$ cat config.mk
export PLATFORM = sky130hd
export DESIGN_NAME = frame_serial_tx
export DESIGN_NICKNAME = d
export VERILOG_FILES = /design/src/rtl/ftx_pkg.sv /design/src/rtl/ftx_bit_counter.sv /design/src/rtl/ftx_shifter.sv /design/src/rtl/ftx_ctrl.sv /design/src/rtl/frame_serial_tx.sv
export SDC_FILE = /design/constraint.sdc
export NUM_CORES = 1
export LEC_CHECK = 0
export CAP_MARGIN = 20
export CORE_MARGIN = 2
export CORE_UTILIZATION = 45
export CTS_BUF_LIST = sky130_fd_sc_hd__clkbuf_16
export DETAILED_ROUTE_END_ITERATION = 10
export GPL_ROUTABILITY_DRIVEN = 1
export PLACE_DENSITY = 0.69
export SETUP_SLACK_MARGIN = 0.4
export SLEW_MARGIN = 10
export SYNTH_ARGS = -nofsm -noshare
export SYNTH_HDL_FRONTEND = slang
export SYNTH_SLANG_ARGS = --single-unit
$ cat constraint.sdc
create_clock -name clk -period 1.5 [get_ports clk]
set_input_delay 0.3 -clock clk [delete_from_list [all_inputs] [get_ports clk]]
set_output_delay 0.3 -clock clk [all_outputs]
set_load 0.02 [all_outputs]
$ cat src/rtl/ftx_pkg.sv
package ftx_pkg;

  typedef enum logic [2:0] {
    ST_IDLE = 3'd0,
    ST_INIT = 3'd1,
    ST_DAT  = 3'd2,
    ST_PAR  = 3'd3,
    ST_STOP = 3'd4
  } ftx_state_e;

  // Successor of the last data bit.
  function automatic ftx_state_e after_data(input logic par_en, input logic two_stop);
    if (par_en)   return ST_PAR;
    if (two_stop) return ST_STOP;
    return ST_IDLE;
  endfunction

  // Successor of the parity bit.
  function automatic ftx_state_e after_parity(input logic two_stop);
    return two_stop ? ST_STOP : ST_IDLE;
  endfunction

  // Counter preset: the count ends at zero after MIN_BITS+len_code cycles.
  function automatic int unsigned count_preset(input int unsigned min_bits,
                                               input int unsigned len_code);
    return min_bits - 1 + len_code;
  endfunction

endpackage

$ cat src/rtl/ftx_bit_counter.sv
module ftx_bit_counter #(
  parameter int unsigned CNT_W    = 3,
  parameter int unsigned LEN_W    = 2,
  parameter int unsigned MIN_BITS = 5
) (
  input  logic             clk,
  input  logic             rst_n,
  input  logic             load,
  input  logic             dec,
  input  logic [LEN_W-1:0] len_code,
  output logic [CNT_W-1:0] count,
  output logic             last
);
  import ftx_pkg::*;

  logic [CNT_W-1:0] preset;
  assign preset = CNT_W'(count_preset(MIN_BITS, int'(len_code)));

  always_ff @(posedge clk or negedge rst_n) begin
    if (!rst_n)    count <= '0;
    else if (load) count <= preset;
    else if (dec)  count <= count - 1'b1;
  end

  assign last = (count == '0);
endmodule

$ cat src/rtl/ftx_shifter.sv
module ftx_shifter #(
  parameter int unsigned DATA_W = 8
) (
  input  logic              clk,
  input  logic              rst_n,
  input  logic              load,
  input  logic              shift,
  input  logic [DATA_W-1:0] din,
  input  logic              par_init,
  output logic              lsb,
  output logic              parity
);
  logic [DATA_W-1:0] sr;

  always_ff @(posedge clk or negedge rst_n) begin
    if (!rst_n) begin
      sr     <= '0;
      parity <= 1'b0;
    end else if (load) begin
      sr     <= din;
      parity <= par_init;
    end else if (shift) begin
      sr     <= {1'b0, sr[DATA_W-1:1]};
      parity <= parity ^ sr[0];
    end
  end

  assign lsb = sr[0];
endmodule

$ cat src/rtl/ftx_ctrl.sv
module ftx_ctrl (
  input  logic               clk,
  input  logic               rst_n,
  input  logic               go,
  input  logic               last,
  input  logic               par_en,
  input  logic               two_stop,
  output ftx_pkg::ftx_state_e state,
  output logic               go_take
);
  import ftx_pkg::*;

  ftx_state_e nxt;

  assign go_take = (state == ST_IDLE) && go;

  always_comb begin
    nxt = state;
    unique case (state)
      ST_IDLE: if (go) nxt = ST_INIT;
      ST_INIT: nxt = ST_DAT;
      ST_DAT:  if (last) nxt = after_data(par_en, two_stop);
      ST_PAR:  nxt = after_parity(two_stop);
      ST_STOP: nxt = ST_IDLE;
      default: nxt = ST_IDLE;
    endcase
  end

  always_ff @(posedge clk or negedge rst_n) begin
    if (!rst_n) state <= ST_IDLE;
    else        state <= nxt;
  end
endmodule

$ cat src/rtl/frame_serial_tx.sv
module frame_serial_tx #(
  parameter int unsigned DATA_W   = 8,
  parameter int unsigned LEN_W    = 2,
  parameter int unsigned MIN_BITS = 5
) (
  input  logic              clk,
  input  logic              rst_n,
  input  logic              go,
  input  logic [DATA_W-1:0] data,
  input  logic [LEN_W-1:0]  len_sel,
  input  logic              two_stop,
  input  logic              par_en,
  input  logic              par_odd,
  output logic              tx_line,
  output logic              ready
);
  import ftx_pkg::*;

  localparam int unsigned CNT_W = $clog2(DATA_W);

  ftx_state_e       state;
  logic             go_take;
  logic             last;
  logic [CNT_W-1:0] cnt;
  logic             sr_lsb;
  logic             par_bit;

  // Frame settings captured at acceptance.
  logic [LEN_W-1:0] cfg_len;
  logic             cfg_ns;
  logic             cfg_pe;
  logic             cfg_ps;

  // Named state events for the checker.
  logic st_idle, st_init, st_dat, st_par, st_stop;
  assign st_idle = (state == ST_IDLE);
  assign st_init = (state == ST_INIT);
  assign st_dat  = (state == ST_DAT);
  assign st_par  = (state == ST_PAR);
  assign st_stop = (state == ST_STOP);

  always_ff @(posedge clk or negedge rst_n) begin
    if (!rst_n) begin
      cfg_len <= '0;
      cfg_ns  <= 1'b0;
      cfg_pe  <= 1'b0;
      cfg_ps  <= 1'b0;
    end else if (go_take) begin
      cfg_len <= len_sel;
      cfg_ns  <= two_stop;
      cfg_pe  <= par_en;
      cfg_ps  <= par_odd;
    end
  end

  ftx_ctrl u_ctrl (
    .clk      (clk),
    .rst_n    (rst_n),
    .go       (go),
    .last     (last),
    .par_en   (cfg_pe),
    .two_stop (cfg_ns),
    .state    (state),
    .go_take  (go_take)
  );

  ftx_bit_counter #(
    .CNT_W    (CNT_W),
    .LEN_W    (LEN_W),
    .MIN_BITS (MIN_BITS)
  ) u_cnt (
    .clk      (clk),
    .rst_n    (rst_n),
    .load     (st_init),
    .dec      (st_dat),
    .len_code (cfg_len),
    .count    (cnt),
    .last     (last)
  );

  ftx_shifter #(
    .DATA_W (DATA_W)
  ) u_shift (
    .clk      (clk),
    .rst_n    (rst_n),
    .load     (st_init),
    .shift    (st_dat),
    .din      (data),
    .par_init (cfg_ps),
    .lsb      (sr_lsb),
    .parity   (par_bit)
  );

  always_comb begin
    tx_line = 1'b1;
    if (st_init)     tx_line = 1'b0;
    else if (st_dat) tx_line = sr_lsb;
    else if (st_par) tx_line = par_bit;
  end

  assign ready = st_idle;
endmodule

# Word-level counts from Yosys, hierarchy flattened
# Index checks and enable logic that the tools add are counted.
[word_totals] regBits=20 in_bits=16 out_inout_bits=2 wordCells=45
[classes] n_addsub=2 eq_ne=5 muxes=24 n_bitwise=1 reduce_logical=5
[ops] cell="two-way mux 3 bit" count=9
[ops] cell="two-way mux 8 bit" count=2
[ops] cell="two-way mux 1 bit" count=12
[ops] cell="one-hot mux 3 bit (4 select lines)" count=1
[ops] cell="== test 3 x 2 -> 1 bit, second input constant" count=2
[ops] cell="logical NOT 3 bit" count=2
[ops] cell="!= test 2 bit, second input constant" count=2
[ops] cell="adder 3 x 2 -> 3 bit, first input constant" count=1
[ops] cell="== test 3 x 1 -> 1 bit, second input constant" count=1
[ops] cell="subtractor 3 x 1 -> 3 bit, second input constant" count=1
[ops] cell="AND reduction 2 bit" count=1
[ops] cell="nonzero test 2 bit" count=1
[ops] cell="logical AND 1 bit" count=1
[ops] cell="bitwise XOR 1 bit" count=1

# Logic depth before layout (Yosys ltp)
[depth] depth_word=10 ltp_mapped=6 mapped_depth_nobuf=6

# Cells and area by module
# From an unflattened synthesis, not the netlist that was laid out.
[unflattened] hier_cells=88 area_unflattened_um2=970.9
[by_module_without_submodules] mod="ftx_shifter" instances=1 cells_per_inst=40 area_per_inst_um2=429.2 seq_area_each_um2=225.2
[by_module_without_submodules] mod="frame_serial_tx" instances=1 cells_per_inst=17 area_per_inst_um2=230.2 seq_area_each_um2=125.1
[by_module_without_submodules] mod="ftx_bit_counter" instances=1 cells_per_inst=18 area_per_inst_um2=167.7 seq_area_each_um2=75.1
[by_module_without_submodules] mod="ftx_ctrl" instances=1 cells_per_inst=13 area_per_inst_um2=143.9 seq_area_each_um2=75.1

# Least setup slack after synthesis
# No wires, ideal clock.
[synth_path] path_type="reg2out" from="register u_ctrl.state[1]" to="output port ready" t_arrival_ns=1.283 required_ns=1.200 slack_ns=-0.083 path_stages_with_launch=4 n_path_buf=2 path_cell_list="dfrtp_1 > buf_4 > buf_2 > nor3_1"
[synth_between] elab_chain_len=1
[synth_rtl] element="start: declaration" line="ftx_ctrl.sv:8" rtl="output ftx_pkg::ftx_state_e state,"
[synth_rtl] element="start signal: assignment" line="ftx_ctrl.sv:31" rtl="else state <= nxt;"
[synth_rtl] element="logical NOT 3 bit" line="frame_serial_tx.sv:36" rtl="assign st_idle = (state == ST_IDLE);"
[synth_rtl] element="end: declaration" line="frame_serial_tx.sv:15" rtl="output logic ready"
# No other way between the ends.

# Worst setup path in the final report
[layout_path] from="register u_ctrl.state[0]" to="register cfg_len[1]"
[layout_between] elab_chain_len=2
[layout_rtl] element="logical NOT 3 bit" line="ftx_ctrl.sv:15" rtl="assign go_take = (state == ST_IDLE) && go;"
[layout_rtl] element="logical AND 1 bit" line="ftx_ctrl.sv:15"
[layout_rtl] element="end signal: assignment" line="frame_serial_tx.sv:49" rtl="cfg_len <= len_sel;"
[layout_rtl] element="end: declaration" line="frame_serial_tx.sv:29" rtl="logic [LEN_W-1:0] cfg_len;"
# No other way between the ends.
# A chain may end at the register's enable or synchronous reset.

==> out/results.md <==
• complete, but fails checks — outcome
• setup timing — failing checks
• 18 — number of placement rows
• 50.6% — layout cell share with drive strength beyond 1
• 4 — Pre-antenna DRT Iters
• 20 — #FFs+latches synth
• 2.00 mm — sum of net half-perimeters after detailed placement
• input port to async pin — Hold/Removal Path Class
• 100% — fin crit share
• sky130_fd_sc_hd__dfrtp_1 — most instantiated flip-flop cell in the synthesis netlist
• 25.3% — aggregate global-route resource usage
• 10.1 um^2 — Mapped Avg Cell Area
• 0.718 — Final GP Congestion
• 2 — endpoints failing setup
• 1640 ps — required time of the critical path
• 1740 uV — VDD IR-drop max
• 116 — number of standard cells after synthesis
• 5 — Crit Path Max Fanout
• 0 — Final Hold Viols
• 260 ps — clk_lat worst skew
• 17.4% — synthesized-area fraction occupied by and/or/nand/nor cells
• 0 — Synth warnings
• 1500 ps — Period minus WS final
• 2890 uW — internal power component
• 5.42 mm — wire length of the first global-routing pass
• 47.4% — initial cell density of the core
• 1108 — vias in the first global route
• 0 — count of maximum capacitance violations
• u_ctrl.state[0] — reg2reg start
• 22.1% — Seq pwr share
• 4.09 ps — maximum clock skew at final layout
• flop — startpoint type of the worst setup path
• 188 — count of placed standard cells in the final layout, fillers left out
• 0.00248 mm^2 — area of the core
• 0 — drc violations
• 142 — fillcell total
• 20 — total number of clock tree sinks
• 3.57 mm — DRT Wirelength
• 0 — antenna violations before repair
• yes — RSZ-0062 raised after global routing
• yes — CTS tree
• 358 ps — transition at the pin with the smallest max-transition slack
• 0.00117 mm^2 — total standard cell area after synthesis
• 42.6% — sequential area share after synthesis
• 40.2% — switching part of the total
• 100% — Async S/R FF share, synth
• 22 — number of violations reported at the end of detailed-routing iteration 0
• 2450 mW/mm^2 — power per cell area
• 55.1 um — Die H
• 0 — total count of max-transition violations in the final report
• 0.000820 uW — Static Leak
• 19.0 um — Routed wire per std cell
• 18 — Top Ports
• u_ctrl.state[0] — launching element of the worst setup path
• 11.7% — power share of the clock group
• flop — Critical Path End Type
• 5.89 — via density per instance
• 17 — IO buf count
• 177 — Post-layout nets
• 0.00304 mm^2 — area of the die
• sky130_fd_sc_hd__clkbuf_16 — cell at the root of the clock tree
• 0 — post-detailed-route count of antenna-violating nets
• 0 — sum of overflow across all layers after global routing
• 25.3% — Compound-Gate Fraction of Synth Area
• 3 — number of buffers added by the clock tree synthesis step
• 171 — Post-Place Cells
• 1650 ps — critical path data arrival time
• 0% — area share of xor/xnor cells in the synthesized design
• flop to flop — kind of critical path
• 665 MHz — fmax
• 1 — # H-tree levels
• 66.2% — fraction of power consumed by combinational cells
• 1108 — total vias in the final route
• -2.74 ps — PnR worst setup slack
• 2.13% — adder and majority gate portion of the synthesized area
• 21 — pin count of the biggest net entering global routing
• 1940 uW — Net Sw Power
• 68.1% — area added between synthesis and finish
• -125 ps — setup slack at placement
• 55.1 um — width of the chip
• 0 — n_diodes
• 34 — Netlist cell types
• 2 — clk buf depth
• 75.8% — remaining max-slew budget at the tightest pin
• 134 — Post-Synthesis Net Count
• 0 — number of enable flip-flop cells after synthesis
• compound AO/OA/AOI/OAI gates — combinational family with the most area after synthesis
• 5.64% — mux share of post-synthesis cell area
• 5 — count of cells along the worst register-to-register path
• 60 ps — clock transition at the register clock pins on the worst setup and hold paths after CTS
==> power groups by stage <==
stage               registers, uW  clock network (uW)  logic [uW]
finish                       1070                 567        3200
global route                 1100                 582        3420
CTS                          1040                 549        2880
detailed placement           1020                   0        1980
global placement             1010                   0        1890
floorplan                     985                   0        1420
==> cell usage after synthesis, types with 5 or more instances <==
cell type / number / share of area (%)
sky130_fd_sc_hd__nand2b_1: 5 / 2.7
sky130_fd_sc_hd__dfrtp_1: 20 / 43
sky130_fd_sc_hd__mux2_2: 5 / 4.8
sky130_fd_sc_hd__o21ai_0: 5 / 2.1
sky130_fd_sc_hd__and2_1: 5 / 2.7
sky130_fd_sc_hd__inv_1: 8 / 2.6
sky130_fd_sc_hd__a21oi_1: 5 / 2.1
sky130_fd_sc_hd__a211oi_1: 7 / 4.5
sky130_fd_sc_hd__buf_2: 5 / 2.1
==> through the flow <==
step	hold WS [ps]	cell area [um^2]	power (uW)	utilization [%]	TNS (ps)
finish	382	1970	4840	79.7	-3.73
CTS	398	1890	4470	76.2	0
global placement	495	1510	2900	60.8	-560
detailed placement	501	1510	3000	60.8	-648
floorplan	4.41	1240	2410	-	0
global route	416	1970	5100	79.7	-211
==> worst paths after layout <==
kind | endpoint | slack [ps]
max | cfg_len[1] | -3
min | u_shift.sr[6] | 380
max reg2reg | cfg_len[1] | -3
min reg2reg | cfg_ns | 520
max in group asynchronous | u_ctrl.state[1] | 890
min in group clk | cfg_ns | 520
==> worst max-delay path, stage by stage (launching register included) <==
cell	delay, ps
sky130_fd_sc_hd__dfrtp_1	400
sky130_fd_sc_hd__buf_6	140
sky130_fd_sc_hd__buf_12	120
sky130_fd_sc_hd__nor4b_4	250
sky130_fd_sc_hd__buf_6	170
sky130_fd_sc_hd__mux2_4	300
==> cell usage in the layout (no fill, tap or decap), types with 4 or more instances in the layout <==
cell / count
sky130_fd_sc_hd__o21ai_1: 7
sky130_fd_sc_hd__clkdlybuf4s50_1: 15
sky130_fd_sc_hd__nor4bb_1: 4
sky130_fd_sc_hd__buf_4: 21
sky130_fd_sc_hd__o32ai_2: 4
sky130_fd_sc_hd__nand2b_4: 4
sky130_fd_sc_hd__inv_1: 5
sky130_fd_sc_hd__dfrtp_1: 19
sky130_fd_sc_hd__and2_1: 5
sky130_fd_sc_hd__mux2_4: 5
sky130_fd_sc_hd__buf_6: 6
sky130_fd_sc_hd__a211oi_2: 4
==> final cells by class <==
cell class | instances | area, um^2 | share of cell area, %
multi-input cells | 80 | 865 | 43.8
clock inverters | 1 | 3.75 | 0.190
repair buffers | 46 | 458 | 23.2
clock buffers | 3 | 75.1 | 3.80
inverters | 8 | 33.8 | 1.71
well taps | 30 | 37.5 | 1.90
flip-flops and latches | 20 | 502 | 25.4
==> metal layers <==
metal	up-vias	GRT usage (%)	wire length (um)
met5	-	0	0
met4	0	6.50	44
met3	6	1.88	76
met2	24	43.3	1860
met1	562	34.7	1600
li1	516	-	-
==> registers in the layout, summed over array words and instances, names as in the netlist <==
name            flops
cfg_len             2
cfg_ns              1
cfg_pe              1
cfg_ps              1
u_cnt.count         3
u_ctrl.state        3
u_shift.parity      1
u_shift.sr          8
==> kinds of logic (layout without fill, tap and decap cells) <==
group | Yosys count | in the layout
compound gates | 42 | 42
fa+ha+maj | 2 | 2
buf+inv | 16 | 58
flops | 20 | 20
mux | 6 | 6
simple gates | 30 | 30
==> repair_timing <==
| item | CTS | global route |
|---|---|---|
| setup endpoints to repair | 22 | 22 |
| pin swaps | 18 | 7 |
| hold buffers | 0 | 0 |
| resized for setup | 58 | 15 |
| gates cloned | 1 | 0 |
| setup buffers | 9 | 3 |
No activity file was read; power rests on OpenSTA's default activity.
